## src/rtl/rs_pkg.sv

```systemverilog
package rs_pkg;
    typedef enum logic [2:0] {
        ST_CTRL  = 3'd0,
        ST_HS    = 3'd1,
        ST_TRAIN = 3'd2,
        ST_SYNC  = 3'd3,
        ST_VIDEO = 3'd4
    } rs_state_e;

    localparam int unsigned NUM_SYNC = 3;
endpackage

```

## src/rtl/rs_lock_det.sv

```systemverilog
module rs_lock_det
    import rs_pkg::*;
#(
    parameter int unsigned SYM_W    = 8,
    parameter logic [SYM_W-1:0] LOCK_SYM = 8'hA5
) (
    input  logic             clk,
    input  logic             rst_n,
    input  logic             clear,
    input  logic             listen,
    input  logic             rx_valid,
    input  logic [SYM_W-1:0] rx_symbol,
    output logic             locked
);
    logic seen_d, seen_q;
    logic hit;

    always_comb begin
        hit    = listen && rx_valid && (rx_symbol == LOCK_SYM);
        seen_d = seen_q;
        if (clear)    seen_d = 1'b0;
        else if (hit) seen_d = 1'b1;
        locked = seen_q || hit;
    end

    always_ff @(posedge clk or negedge rst_n) begin
        if (!rst_n) seen_q <= 1'b0;
        else        seen_q <= seen_d;
    end
endmodule

```

## src/rtl/rs_tx_mux.sv

```systemverilog
module rs_tx_mux
    import rs_pkg::*;
#(
    parameter int unsigned SYM_W     = 8,
    parameter logic [SYM_W-1:0] TRAIN_SYM = 8'h55,
    parameter logic [SYM_W-1:0] SYNC_SYM  = 8'hBC
) (
    input  rs_state_e        st,
    output logic             tx_valid,
    output logic [SYM_W-1:0] tx_symbol
);
    always_comb begin
        tx_valid  = 1'b0;
        tx_symbol = '0;
        case (st)
            ST_TRAIN: begin
                tx_valid  = 1'b1;
                tx_symbol = TRAIN_SYM;
            end
            ST_SYNC: begin
                tx_valid  = 1'b1;
                tx_symbol = SYNC_SYM;
            end
            default: ;
        endcase
    end
endmodule

```

## src/rtl/retrain_seq.sv

```systemverilog
module retrain_seq
    import rs_pkg::*;
#(
    parameter int unsigned SYM_W     = 8,
    parameter int unsigned HS_WIN    = 16,
    parameter int unsigned SHORT_LEN = 8,
    parameter int unsigned LONG_LEN  = 64,
    parameter logic [SYM_W-1:0] LOCK_SYM  = 8'hA5,
    parameter logic [SYM_W-1:0] TRAIN_SYM = 8'h55,
    parameter logic [SYM_W-1:0] SYNC_SYM  = 8'hBC
) (
    input  logic             clk,
    input  logic             rst_n,
    input  logic             ctrl_open,
    input  logic             start_tmo,
    input  logic             end_tmo,
    input  logic             end_frame,
    input  logic             vsync,
    input  logic             rx_valid,
    input  logic [SYM_W-1:0] rx_symbol,
    input  logic             vid_valid,
    output logic             tx_valid,
    output logic [SYM_W-1:0] tx_symbol,
    output logic             video_enable,
    output logic             overrun
);
    localparam int unsigned MAX_A = (HS_WIN > LONG_LEN) ? HS_WIN : LONG_LEN;
    localparam int unsigned MAX_L = (MAX_A > SHORT_LEN) ? MAX_A : SHORT_LEN;
    localparam int unsigned CW    = $clog2(MAX_L + 1);

    typedef struct packed {
        rs_state_e     st;
        logic [CW-1:0] cnt;
        logic          ovr;
    } regs_t;

    regs_t     r_d, r_q;
    rs_state_e st_q;
    logic      close_any;
    logic      locked;
    logic      vsync_unused;

    assign st_q         = r_q.st;
    assign vsync_unused = vsync;

    rs_lock_det #(.SYM_W(SYM_W), .LOCK_SYM(LOCK_SYM)) u_lock (
        .clk      (clk),
        .rst_n    (rst_n),
        .clear    (r_q.st == ST_CTRL),
        .listen   (r_q.st == ST_HS),
        .rx_valid (rx_valid),
        .rx_symbol(rx_symbol),
        .locked   (locked)
    );

    rs_tx_mux #(.SYM_W(SYM_W), .TRAIN_SYM(TRAIN_SYM), .SYNC_SYM(SYNC_SYM)) u_mux (
        .st       (r_q.st),
        .tx_valid (tx_valid),
        .tx_symbol(tx_symbol)
    );

    always_comb begin
        close_any = start_tmo || end_tmo || end_frame;
        r_d       = r_q;
        case (r_q.st)
            ST_CTRL: begin
                if (close_any) begin
                    r_d.st  = ST_HS;
                    r_d.cnt = CW'(HS_WIN - 1);
                end
            end
            ST_HS: begin
                if (r_q.cnt == '0) begin
                    r_d.st  = ST_TRAIN;
                    r_d.cnt = locked ? CW'(SHORT_LEN - 1) : CW'(LONG_LEN - 1);
                end else begin
                    r_d.cnt = r_q.cnt - 1'b1;
                end
            end
            ST_TRAIN: begin
                if (r_q.cnt == '0) begin
                    r_d.st  = ST_SYNC;
                    r_d.cnt = CW'(NUM_SYNC - 1);
                end else begin
                    r_d.cnt = r_q.cnt - 1'b1;
                end
            end
            ST_SYNC: begin
                if (r_q.cnt == '0) r_d.st  = ST_VIDEO;
                else               r_d.cnt = r_q.cnt - 1'b1;
            end
            ST_VIDEO: begin
                if (ctrl_open) begin
                    r_d.st  = ST_CTRL;
                    r_d.ovr = 1'b0;
                end
            end
            default: r_d.st = ST_CTRL;
        endcase
        if (vid_valid && (r_q.st == ST_HS || r_q.st == ST_TRAIN || r_q.st == ST_SYNC))
            r_d.ovr = 1'b1;
    end

    always_ff @(posedge clk or negedge rst_n) begin
        if (!rst_n) begin
            r_q.st  <= ST_CTRL;
            r_q.cnt <= '0;
            r_q.ovr <= 1'b0;
        end else begin
            r_q <= r_d;
        end
    end

    assign video_enable = (r_q.st == ST_VIDEO);
    assign overrun      = r_q.ovr;
endmodule

```

## config.mk

```make
export PLATFORM = sky130hd
export DESIGN_NAME = retrain_seq
export DESIGN_NICKNAME = d
export VERILOG_FILES = /design/src/rtl/rs_pkg.sv /design/src/rtl/rs_lock_det.sv /design/src/rtl/rs_tx_mux.sv /design/src/rtl/retrain_seq.sv
export SDC_FILE = /design/constraint.sdc
export NUM_CORES = 1
export LEC_CHECK = 0
export CORE_UTILIZATION = 41
export CTS_CLUSTER_DIAMETER = 100
export DETAILED_ROUTE_END_ITERATION = 8
export PLACE_DENSITY_LB_ADDON = 0.1
export SLEW_MARGIN = 20
export SYNTH_ARGS = -nofsm -noshare
export SYNTH_HDL_FRONTEND = slang
export SYNTH_SLANG_ARGS = --single-unit
```

## constraint.sdc

```tcl
create_clock -name clk -period 1.7 [get_ports clk]
set_input_delay 0.255 -clock clk [delete_from_list [all_inputs] [get_ports clk]]
set_output_delay 0.255 -clock clk [all_outputs]
set_load 0.03 [all_outputs]
```

# Word level (Yosys, flattened, before mapping)
# Cells that the tools add are included.
dict set report totals {
  input_bits 17
  reg_bits 12
}
dict set report classes {
  eq_ne 11
  n_reduce_logical 18
  add_sub_neg 1
  mux 18
}
# operator n
set ops {}
lappend ops {{case mux 7 bit (4 select lines)} 1}
lappend ops {{2-to-1 mux 7 bit} 3}
lappend ops {{case mux 8 bit (2 select lines)} 1}
lappend ops {{case mux 3 bit (5 select lines)} 1}
lappend ops {{2-to-1 mux 3 bit} 4}
lappend ops {{!= test 2 bit, second input constant} 6}
lappend ops {{2-to-1 mux 10 bit} 1}
lappend ops {{equality test 8 bit, second input constant} 1}
lappend ops {{logical NOT 7 bit} 1}
lappend ops {{subtractor 7 x 1 -> 7 bit, second input constant} 1}
lappend ops {{equality test 3 x 2 -> 1 bit, second input constant} 2}
lappend ops {{2-to-1 mux 1 bit} 6}
lappend ops {{2-to-1 mux 6 bit} 1}
lappend ops {{nonzero test 2 bit} 3}
lappend ops {{logical OR 1 bit} 5}
lappend ops {{AND reduction 5 bit} 1}
lappend ops {{nonzero test 4 bit} 1}
lappend ops {{equality test 3 x 1 -> 1 bit, second input constant} 1}
lappend ops {{equality test 3 bit, second input constant} 1}
lappend ops {{logical AND 1 bit} 3}
lappend ops {{logical NOT 3 bit} 1}
lappend ops {{AND reduction 3 bit} 1}
lappend ops {{AND reduction 2 bit} 1}
lappend ops {{OR reduction 2 bit} 1}

# Depth between registers and ports, before layout
# Gate-level depths: netlist of run 1.
dict set report depth {
  word_depth 7
  depth_mapped 6
}

# Cells and area by module
# Synthesis of run 1 repeated with hierarchy kept, for this count alone.
dict set report unflattened {
  cells_unflattened 104
  area_unflattened_um2 938.4
}
# mod seq_area_each_um2 n_inst area_per_inst_um2 cells_per_inst
set by_module_without_submodules {}
lappend by_module_without_submodules {retrain_seq 275.3 1 784.5 86}
lappend by_module_without_submodules {rs_lock_det 25.0 1 82.6 8}
lappend by_module_without_submodules {rs_tx_mux 0.0 1 71.3 10}

# Worst setup path after synthesis of run 1
# No wires, ideal clock.
dict set report synth_timing {
  path_kind {reg-to-reg}
  startpoint {register, netlist name st_q[2]}
  endpoint {register r_q[3] (netlist name)}
  t_required_ps 1579
  synth_period_minus_slack_ps 2092
  setup_time_ps 121
  path_stages_with_launch 6
  path_slack_ps -392
  t_arrival_ps 1971
  path_cell_list {dfrtp_1 > clkbuf_1 > nor3b_1 > nand3_1 > o2bb2ai_1 > a22o_1}
}
dict set report synth_via {
  elab_chain_cells 3
}
# item line_no
set synth_rtl {}
lappend synth_rtl {{equality test 3 x 2 -> 1 bit, or another cell as far along} retrain_seq.sv:65} ;# case (r_q.st)
lappend synth_rtl {{nonzero test 4 bit (no source line) or != test 2 bit (tied branches)} -}
lappend synth_rtl {{AND reduction 3 bit (no source line)} -}
lappend synth_rtl {{end signal: assignment} retrain_seq.sv:110} ;# r_q <= r_d;
lappend synth_rtl {{end: declaration} retrain_seq.sv:37} ;# regs_t r_d, r_q;
# Several ways; a longest one is shown, not always the timed one.
# A chain may end at the register's enable or synchronous reset.

# Final worst setup path of run 1
dict set report layout_timing {
  startpoint {register r_q[3] (netlist name)}
  endpoint {register r_q[4] (netlist name)}
}
dict set report layout_via {
  elab_chain_cells 3
}
# item line_no
set layout_rtl {}
lappend layout_rtl {{subtractor 7 x 1 -> 7 bit or logical NOT 7 bit (tied branches)} -}
lappend layout_rtl {{2-to-1 mux 7 bit, or another cell as far along} retrain_seq.sv:89} ;# if (r_q.cnt == '0) r_d.st = ST_VIDEO;
lappend layout_rtl {{case mux 7 bit (4 select lines) or AND reduction 3 bit (tied branches)} -}
# Several ways; a longest one is shown, not always the timed one. The select of a mux whose other input is x is not followed.

==> results of run 1 <==
[worst paths after layout]
path | startpoint | to | cells past startpoint
max | r_q[3]$_DFFE_PN0P_ | r_q[4]$_DFFE_PN0P_ | 5
min | rst_n | r_q[1]$_DFFE_PN0P_ | 1
max reg2reg | r_q[3]$_DFFE_PN0P_ | r_q[4]$_DFFE_PN0P_ | 5
min reg2reg | overrun$_DFFE_PN0P_ | overrun$_DFFE_PN0P_ | 2
max in group asynchronous | rst_n | st_q[2]$_DFFE_PN0P_ | 1
min in group clk | overrun$_DFFE_PN0P_ | overrun$_DFFE_PN0P_ | 2
[metal layers]
metal / GRT usage, % / vias up
li1: - / 427
met1: 26.3 / 396
met2: 30.0 / 26
met3: 4.91 / 4
met4: 8.33 / 0
met5: 0 / -
[report_power, final]
| group | switching (W) | internal [W] | leakage, nW |
|---|---|---|---|
| clock | 0.000111 | 0.000130 | 0.0210 |
| sequential | 0.000154 | 0.000397 | 0.139 |
| combinational | 0.000556 | 0.000557 | 0.436 |
[area by class of cell]
class | count | area, µm²
tap | 27 | 33.8
sequential | 12 | 303
clock buffer | 4 | 36.3
timing repair buffer | 41 | 345
fill | 168 | 729
inverter | 7 | 26.3
multi-input combinational | 71 | 508
[synthesized netlist by cell type, types with 2 or more instances]
library cell / number
ha_1: 2
buf_2: 2
dfrtp_1: 12
nand3_1: 6
nor3b_1: 2
nand2_1: 9
o21a_1: 2
nor2_1: 5
buf_4: 7
nor3_1: 3
inv_1: 7
nor2b_1: 4
a31oi_1: 3
a21oi_1: 8
[timing repair]
| action | 4_1_cts | 5_1_grt |
|---|---|---|
| hold endpoints to repair | 0 | 0 |
| setup buffers | 0 | 4 |
| pin swaps | 0 | 1 |
| setup endpoints to repair | 8 | 7 |
| resized for setup | 3 | 5 |
| cloned | 0 | 0 |
[placed cells by master, fill, tap and decap left out, types with 2 or more instances in the layout]
master,instances
a21oi_1,8
a31oi_1,3
buf_4,24
clkbuf_4,3
clkdlybuf4s50_1,16
dfrtp_1,10
dfrtp_2,2
ha_1,2
inv_1,7
nand2_1,9
nand3_1,6
nor2_1,5
nor2b_1,2
nor2b_4,2
nor3_1,3
nor3b_2,2
o21a_1,2
[kinds of logic (layout without fill, tap and decap cells)]
| group | after synthesis | count (layout) | synth area share (%) |
|---|---|---|---|
| AND/OR/NAND/NOR | 39 | 39 | 27.1 |
| other | 1 | 1 | 0.431 |
| multiplexers | 1 | 1 | 1.15 |
| flip-flops | 12 | 12 | 34.5 |
| XOR/XNOR | 2 | 2 | 2.01 |
| buffers and inverters | 17 | 52 | 10.6 |
| AO/OA/AOI/OAI | 26 | 26 | 21.3 |
| adder cells (fa/ha/maj) | 2 | 2 | 2.88 |
[stage by stage]
stage	util (%)	power (W)	hold slack [ps]	cells
after floorplan	-	0.00129	-40.6	100
after global placement	58.6	0.00157	487	154
after detailed placement	58.6	0.00159	497	154
after CTS	60.9	0.00185	346	158
after global routing	63.2	0.00204	383	162
final	63.2	0.00191	335	162
[state kept, by name, indices dropped and copies added (netlist names)]
| name | cells |
|---|---|
| overrun | 1 |
| r_q | 7 |
| st_q | 3 |
| u_lock.seen_q | 1 |
==> run summary, run 1 <==
The run finished with clean final reports. The yosys synthesis warning count came out at 0. TritonCTS built the clock tree.

The die covers 0.00231 mm². After the first detailed-routing iteration, the DRC count stood at 20. In the final layout, the share of cells above drive strength 1 is approximately a third. The half-perimeter wire length after detailed placement came out at 1.52 mm. The endpoint required time on the critical path came out at approximately 1900 ps. After detailed routing, the total wire length is between 2 and 2.5 mm. Yosys attributes the largest share of cell area to dfrtp_1, buf_4, a21oi_1, nand2_1, nand3_1. The share of async-settable or async-resettable flops after synthesis came out at between 90% and 100%. The cts-stage hold buffer count came out at 0.

In this run the static leakage power is approximately 0.60 nW. The summed negative setup slack over all endpoints came out at 0 ps. The tree is rooted in a clkbuf_4.

The total standard cell area after synthesis is 870 µm². The worst-skew pair later-pin latency is 280 ps. The number of iterations in the first detailed-routing pass came out at 4. The number of antenna diodes in the final layout is 0. The largest fanout of any net on the critical path came out at 7. The peak ir drop on the vdd network came out at 0.000831 V.

The worst hold path belongs to the class in2async. The total I/O pin count came out at 28. The buffer depth of the longest clock path is 2. The initial antenna violation count is 0. The worst max-slew margin expressed relative to the limit came out at between 60% and 70%. The number of storage elements in the synthesis netlist is 12.

The remaining antenna violation count is 0. The sum of buffers and inverters on the critical path came out at 1. The clock tree skew after final layout came out at roughly 4.5 ps. Of the synthesized area, sequential elements account for 34.5%.

For this run, the total global-route usage over all layers was measured as about a fifth. The number of flops mapped to enable cells by yosys came out at 0. The design area is 0.00125 mm². Of the available clock period, the critical path in the final layout requires 97.0%. The max-slew violation count is 0. The net count after synthesis is about 120. The final weighted congestion of routability-driven global placement came out at 0.806. Data arrives at the worst endpoint at approximately 1800 ps. Synthesis produced 100 cells. The routed length on met2 came out at 1.01 mm. For this run, the slowest stage of the critical path takes between 500 and 600 ps. The highest attainable clock frequency came out at 607 MHz.

The H-tree depth reported by CTS came out at 1. The biggest area contributor in the post-synthesis netlist is dfrtp_1. The count of buffers inserted at the top-level ports is 25. The largest net degree at the start of global routing is 13. The die width is 48.1 µm. The slowest stage cell on the critical path is dfrtp_1.

The site row count came out at 16. The total overflow left after global routing is 0. The post-detailed-route via-to-cell ratio came out at 5.27.

Walking the worst path, the cells encountered are nor4_4 > buf_4 > nand4_2 > and2_4 > o221a_1. The highest metal layer carrying signal wires in the routed design is met4. The placed instances occupy a cell area of 0.00116 mm². The smallest setup slack after layout came out at 51.6 ps. The element type at the critical path end is a flip-flop. The layout overhead on the synthesized area came out at 44.0%. The power density over the cells came out at 1520 mW/mm². In the detailed route, the total length drawn on met3 is 93 µm. Detailed routing inserted a total of 853 vias. The number of clock buffers added by TritonCTS is 3. For this run, the leading register cell type out of synthesis is dfrtp_1. The core area came out at 0.00198 mm². The met1 wire length came out at 1.01 mm. The register-to-register setup slack is 50 ps.

The mean cell area of the mapped netlist is between 8 and 9 µm². By startpoint and endpoint, the worst setup path is classified as reg2reg. Once the floorplan was initialized, standard cells occupied 43.9% of the core. The via count of the first global-routing pass came out at about 710. The DRC violation count after routing is 0. The die outline height is between 40 and 50 µm.

Before CTS, the worst setup slack after placement is -183 ps. The clock transition at the register clock pins on the worst setup and hold paths after CTS came out at ~90 ps. The area share of the leading cell type in the synthesized netlist is ~35%. Dividing the detail-routed wire length by the instance count gives 13.2 µm. The number of different library cells used by synthesis comes to 42.

The final setup violation count came out at 0. The number of nets in the layout came out at 155. The slew of the pin with the lowest slew margin came out at 581 ps.

The wire length of the first global-routing pass is 3.11 mm. The sink count of the clock tree came out at 12. The hold violation count in the final report was 0. Among cell families on the critical path, the largest total delay comes from simple AND/OR/NAND/NOR gates.

The number of max-cap violations is 0. Counting I/O delays and the setup requirement, the final critical path takes ~1600 ps. The worst setup path is launched from a flip-flop.
Power figures use the tool's default switching activity.
==> run 2: changes to the inputs <==
--- a/config.mk
+++ b/config.mk
@@ -8,7 +8,7 @@
 export CORE_UTILIZATION = 41
 export CTS_CLUSTER_DIAMETER = 100
 export DETAILED_ROUTE_END_ITERATION = 8
-export PLACE_DENSITY_LB_ADDON = 0.1
+export PLACE_DENSITY = 0.81
 export SLEW_MARGIN = 20
 export SYNTH_ARGS = -nofsm -noshare
 export SYNTH_HDL_FRONTEND = slang
==> run 2 against run 1 <==
Sequential power is 4.2% lower; non-clock buffer count is 2 lower; routed wire length is 2.3% lower; sequential cell count stayed put; global-route usage is 0.31 points higher; power is 0.22% lower; first-iteration DRC count is 15% higher; highest routed layer unchanged; sequential share of layout area is 0.19 points higher; maximum frequency is 0.31% higher.
==> run summary, run 2 (synthesis results as in run 1) <==
The buffer depth of the longest clock path was 2 (unchanged). The antenna diode instance count is 0 (unchanged). The detailed-route via count is 859 (was 853). The arrival time at the worst endpoint is 1390 ps (was 1830 ps). The clock power share came out at 9.7% (was 12.6%). The core area was 0.00198 mm² (unchanged). The type of origin of the critical path is a flip-flop (unchanged).

The clock transition at the register clock pins on the worst setup and hold paths after CTS was 80 ps (was 90 ps). The switching power as a share of total power came out at 44.0% (was 43.1%). The half-perimeter wire length after detailed placement came out at 1.57 mm (was 1.52 mm). The clock tree skew after final layout is 7.12 ps (was 4.52 ps).

The clock root buffer is clkbuf_4 (unchanged). The highest attainable clock frequency is 609 MHz (was 607 MHz). The remaining antenna violation count is 0 (unchanged). The worst slack after detailed placement is -195 ps (was -183 ps).

The overall global routing resource usage is 20.0% (was 19.6%). The CTS tree was yes (unchanged). The combined flip-flop and latch cell area came out at 302 µm² (was 303 µm²). The initial antenna violation count is 0 (unchanged). The cts-stage hold buffer count came out at 0 (unchanged).

The hold slack is 324 ps (was 335 ps). The routed wire length came out at 2.09 mm (was 2.14 mm). The count of buffers inserted at the top-level ports came out at 25 (unchanged). The die outline height was 48.1 µm (unchanged). The area taken by multi-input logic gates was 509 µm² (was 508 µm²). The classification of the worst-slack hold path is in2async (unchanged). The sink count of the clock tree is 12 (unchanged).

The via count of the first global-routing pass is 760 (was 708). Most frequent cells in the layout: buf_4, clkdlybuf4s50_1, dfrtp_1, nand2_1, a21oi_1 (unchanged). The max-slew violation count is 0 (unchanged).

The number of non-filler instances in the completed layout is 159 (was 162). The final weighted congestion of routability-driven global placement is 0.867 (was 0.806). The total clock buffers created by CTS is 3 (unchanged). The remaining global-route overflow came out at 0 (unchanged).

The initial detailed-routing violation count came out at 23 (was 20). The site row count came out at 16 (unchanged). The largest net degree at the start of global routing is 13 (unchanged).

The final setup violation count came out at 0 (unchanged). The sequential cell fraction of total power is 27.8% (was 28.9%). The number of iterations in the first detailed-routing pass came out at 4 (unchanged). The hold violation count in the final report is 0 (unchanged).

The power density over the cells was 1540 mW/mm² (was 1520 mW/mm²). The path type of the worst setup path is reg2out (was reg2reg). The register containing the most flip-flops in the final layout is r_q (unchanged).

The die width came out at 48.1 µm (unchanged). The number of instances in the placed design is 155 (was 154). The smallest setup slack after layout is 56.7 ps (was 51.6 ps). The largest fanout of any net on the critical path came out at 10 (was 7). The number of max-cap violations is 0 (unchanged). The share of layout cells above drive strength 1 is 31.1% (was 32.6%). The static power due to leakage came out at 0.583 nW (was 0.596 nW). The DRC violation count after routing is 0 (unchanged). The starting density of the core came out at 43.9% (unchanged). The layout overhead on the synthesized area is 42.3% (was 44.0%). The worst-skew pair later-pin latency is 280 ps (about the same). The endpoint required time on the critical path is 1440 ps (was 1880 ps). The post-detailed-route via-to-cell ratio came out at 5.40 (was 5.27).

The total I/O pin count is 28 (unchanged). The shortest period the worst path allows is 1640 ps (was 1650 ps). The die outline area is 0.00231 mm² (unchanged).

The internal power of the cells came to 0.00107 W (was 0.00108 W). The peak ir drop on the vdd network is 0.000707 V (was 0.000831 V). The flip-flop count of the largest register, all copies and words added is 7 (unchanged).

The filler cell count in the final layout came out at 156 (was 168). The wire length per cell after detailed routing was 13.1 µm (was 13.2 µm). The wire length of the first global-routing pass is 3.15 mm (was 3.11 mm). The number of nets in the layout is 153 (was 155). The slew of the pin with the lowest slew margin is 558 ps (was 581 ps). The element type at the critical path end is an output port (was flip-flop). The final period utilization is 96.7% (was 97.0%). Result of the run: finished clean (unchanged). The logic gate share of total power is 62.5% (was 58.4%). The worst max-slew margin expressed relative to the limit is 62.7% (was 61.1%). The H-tree depth reported by CTS is 1 (unchanged). The most common library cell in the layout ignoring fill and taps is buf_4 (unchanged).

The switching component of the power is 0.000837 W (was 0.000821 W).
==> run 2: metrics by stage <==
step | setup TNS, ps | total power (W) | utilization (%) | cell area [µm²]
finish | 0 | 0.00190 | 62.4 | 1240
global route | -13.2 | 0.00204 | 62.4 | 1240
floorplan | -25.5 | 0.00129 | - | 877
detailed placement | -443 | 0.00160 | 59.0 | 1170
global placement | -126 | 0.00156 | 59.0 | 1170
CTS | 0 | 0.00183 | 61.1 | 1210
==> run 2: final timing paths <==
path / start / to / slack [ps] / cells past startpoint
max: st_q[2]$_DFFE_PN0P_ / tx_symbol[7] / 60 / 4
min: rst_n / r_q[4]$_DFFE_PN0P_ / 320 / 1
max reg2reg: st_q[2]$_DFFE_PN0P_ / r_q[4]$_DFFE_PN0P_ / 120 / 3
min reg2reg: u_lock.seen_q$_DFFE_PN0P_ / u_lock.seen_q$_DFFE_PN0P_ / 560 / 2
max in group asynchronous: rst_n / st_q[1]$_DFFE_PN0P_ / 980 / 1
min in group clk: u_lock.seen_q$_DFFE_PN0P_ / u_lock.seen_q$_DFFE_PN0P_ / 560 / 2
==> run 2: power groups by stage <==
stage / Combinational [W] / Clock, W / Sequential [W]
global route: 0.00130 / 0.000198 / 0.000545
CTS: 0.00112 / 0.000187 / 0.000520
global placement: 0.00104 / 0 / 0.000523
detailed placement: 0.00107 / 0 / 0.000530
finish: 0.00119 / 0.000185 / 0.000529
floorplan: 0.000789 / 0 / 0.000500
==> run 2: metal layers <==
metal  vias up  wire length, µm  track usage (%)  part of all wire, %
li1        422                -                -                    -
met1       399              863             23.7                   41
met2        33             1070             33.2                   51
met3         5              110             4.91                  5.3
met4         0               44             10.0                  2.1
met5         -                0                0                    0
==> run 2: final cells by class <==
class,instances,area share [%]
Timing Repair Buffer,39,27.8
Multi-Input combinational cell,71,41.2
Tap cell,27,2.73
Inverter,7,2.12
Clock buffer,3,1.82
Sequential cell,12,24.4
==> run 2: what timing repair did <==
| item | in CTS | in global routing |
|---|---|---|
| resized for setup | 4 | 8 |
| buffers inserted | 1 | 0 |
| setup endpoints to repair | 5 | 6 |
==> run 2: worst max-delay path, stage by stage (launching register included) <==
cell	delay (ps)
dfrtp_1	520
nor2b_4	210
inv_2	70
nor2_4	140
buf_6	160
==> run 3: changes to the inputs <==
--- a/config.mk
+++ b/config.mk
@@ -8,6 +8,7 @@
 export CORE_UTILIZATION = 41
 export CTS_CLUSTER_DIAMETER = 100
 export DETAILED_ROUTE_END_ITERATION = 8
+export MAX_ROUTING_LAYER = met4
 export PLACE_DENSITY = 0.81
 export SLEW_MARGIN = 20
 export SYNTH_ARGS = -nofsm -noshare
==> run 3 against run 2 <==
Routed wire length barely moved; sequential cell count did not move; utilization did not move; register-to-register slack barely moved; maximum frequency fell by 0.12%; first-iteration DRC count did not move; clock power barely moved; die area did not move; worst setup slack got worse by 2.0 ps; final cell count did not move; critical path type unchanged; largest cell class unchanged.
==> run summary, run 3 (synthesis results as in run 1) <==
The global-route met3 utilization came out at 4.91% (unchanged). The met1 layer usage reported by global route is 23.7% (unchanged). The arrival time at the worst endpoint is 1390 ps (about the same). The cts-stage hold buffer count came to 0 (unchanged). The antenna diode instance count is 0 (unchanged). The clock root buffer is clkbuf_4 (unchanged). The starting density of the core is 43.9% (unchanged). The post-layout total power is 0.00190 W (about the same).

The switching power as a share of total power is 44.0% (about the same). The most common library cell in the layout ignoring fill and taps is buf_4 (unchanged). The sink count of the clock tree came out at 12 (unchanged). The largest fanout of any net on the critical path is 10 (unchanged). The max-slew violation count came out at 0 (unchanged).

Most frequent cells in the layout: buf_4, clkdlybuf4s50_1, dfrtp_1, nand2_1, a21oi_1 (unchanged). The CTS tree is yes (unchanged). The count of buffers inserted at the top-level ports came out at 25 (unchanged). The detailed-route via count came out at 874 (was 859). The clock transition at the register clock pins on the worst setup and hold paths after CTS is 80 ps (about the same).

The most crowded layer after global routing is met2 (unchanged). The slew of the pin with the lowest slew margin came out at 559 ps (was 558 ps). The routed wire length is 2.09 mm (about the same). The peak per-stage delay on the critical path was 520 ps (about the same).

The register containing the most flip-flops in the final layout was r_q (unchanged). The worst-skew pair later-pin latency came out at 280 ps (about the same). The initial detailed-routing violation count is 23 (unchanged).

The wire length per cell after detailed routing is 13.1 µm (about the same). Result of the run: finished clean (unchanged). The clock power share came to 9.7% (about the same). The layout overhead on the synthesized area came out at 42.3% (unchanged).

The share of the core filled with cells was 62.4% (unchanged). The share of layout cells above drive strength 1 is 31.1% (unchanged). The remaining antenna violation count was 0 (unchanged).

The logic gate share of total power is 62.4% (was 62.5%). The via count of the first global-routing pass is 762 (was 760). The endpoint required time on the critical path came out at 1440 ps (about the same). The worst max-slew margin expressed relative to the limit was 62.6% (was 62.7%). The total clock buffers created by CTS came out at 3 (unchanged).

The die width is 48.1 µm (unchanged). The number of instances in the placed design was 155 (unchanged). The number of nets in the layout is 153 (unchanged).

The hold violation count in the final report is 0 (unchanged). The die outline height is 48.1 µm (unchanged). The shortest period the worst path allows was 1650 ps (was 1640 ps). The slowest stage cell on the critical path is dfrtp_1 (unchanged). The internal power of the cells came to 0.00106 W (was 0.00107 W). The power density over the cells came out at 1540 mW/mm² (about the same). The DRC violation count after routing is 0 (unchanged). The total I/O pin count came out at 28 (unchanged).

The initial antenna violation count is 0 (unchanged). The site row count is 16 (unchanged). The final setup violation count came out at 0 (unchanged). The element type at the critical path end was an output port (unchanged). The clock tree skew after final layout was 7.24 ps (was 7.12 ps).

The wire length of the first global-routing pass came out at 3.15 mm (unchanged). The peak ir drop on the vdd network is 0.000706 V (was 0.000707 V). The remaining global-route overflow came out at 0 (unchanged). The buffer depth of the longest clock path came out at 2 (unchanged). The die outline area is 0.00231 mm² (unchanged). The type of origin of the critical path is a flip-flop (unchanged). The largest net degree at the start of global routing came to 13 (unchanged). The highest attainable clock frequency is 608 MHz (was 609 MHz).

The post-detailed-route via-to-cell ratio is 5.50 (was 5.40). The H-tree depth reported by CTS is 1 (unchanged). The half-perimeter wire length after detailed placement is 1.57 mm (unchanged).

The number of iterations in the first detailed-routing pass came to 4 (unchanged). The switching component of the power was 0.000837 W (about the same). The static power due to leakage is 0.583 nW (unchanged). The sequential cell fraction of total power came out at 27.9% (was 27.8%). The overall global routing resource usage came out at 20.6% (was 20.0%).

Worst-path cell chain: nor2b_4 > inv_2 > nor2_4 > buf_6 (unchanged). The classification of the worst-slack hold path is in2async (unchanged). The met2 track demand over resource in global routing came out at 33.2% (unchanged). The path type of the worst setup path is reg2out (unchanged). The final weighted congestion of routability-driven global placement came out at 0.881 (was 0.867). The number of non-filler instances in the completed layout came out at 159 (unchanged). The final period utilization came out at 96.8% (was 96.7%).

The core area was 0.00198 mm² (unchanged). The number of max-cap violations is 0 (unchanged). The flip-flop count of the largest register, all copies and words added came to 7 (unchanged).
-- run 3: routing by layer --
metal  vias to the layer above  wire length, µm
li1                        424                -
met1                       405              879
met5                         -                0
met4                         0               52
met3                         7              109
met2                        38             1050
-- run 3: final timing paths --
path / start / cells past startpoint / end / slack (ps)
min in group clk: u_lock.seen_q$_DFFE_PN0P_ / 2 / u_lock.seen_q$_DFFE_PN0P_ / 560
max in group asynchronous: rst_n / 1 / st_q[1]$_DFFE_PN0P_ / 980
setup reg to reg: r_q[1]$_DFFE_PN0P_ / 6 / r_q[6]$_DFFE_PN0P_ / 120
hold reg to reg: u_lock.seen_q$_DFFE_PN0P_ / 2 / u_lock.seen_q$_DFFE_PN0P_ / 560
setup / recovery: st_q[2]$_DFFE_PN0P_ / 4 / tx_symbol[7] / 50
hold / removal: rst_n / 1 / r_q[4]$_DFFE_PN0P_ / 330
-- run 3: layout make-up --
class | count | area [µm²]
fill | 156 | 744
multi-input combinational | 71 | 509
timing repair buffer | 39 | 344
sequential | 12 | 302
tap | 27 | 33.8
inverter | 7 | 26.3
clock buffer | 3 | 22.5
-- run 3: timing repair --
item                                   in CTS  in global routing
setup endpoints to repair                   5                  6
endpoints found under the hold margin       0                  0
setup buffers                               1                  0
resized for setup                           4                  8
-- run 3: per-stage QoR --
step | cell area (µm²) | hold slack (ps) | worst slack [ps] | setup TNS [ps]
finish | 1240 | 326 | 54.7 | 0
global placement | 1170 | 485 | -80.7 | -126
CTS | 1210 | 355 | 36.9 | 0
detailed placement | 1170 | 510 | -195 | -443
floorplan | 877 | -40.6 | -25.5 | -25.5
global route | 1240 | 380 | -7.95 | -13.2
-- run 3: worst max-delay path: cells and delay by family (launching register included) --
kind,cells,cell delay [ps]
buffers and inverters,2,230
DFF,1,520
and+or+nand+nor,2,360
-- run 3: power by group through the flow --
| stage | Sequential, W | Combinational (W) | Clock [W] |
|---|---|---|---|
| final | 0.000530 | 0.00119 | 0.000184 |
| after floorplan | 0.000500 | 0.000789 | 0 |
| after global placement | 0.000523 | 0.00104 | 0 |
| after global routing | 0.000545 | 0.00130 | 0.000198 |
| after detailed placement | 0.000530 | 0.00107 | 0 |
| after CTS | 0.000520 | 0.00112 | 0.000187 |
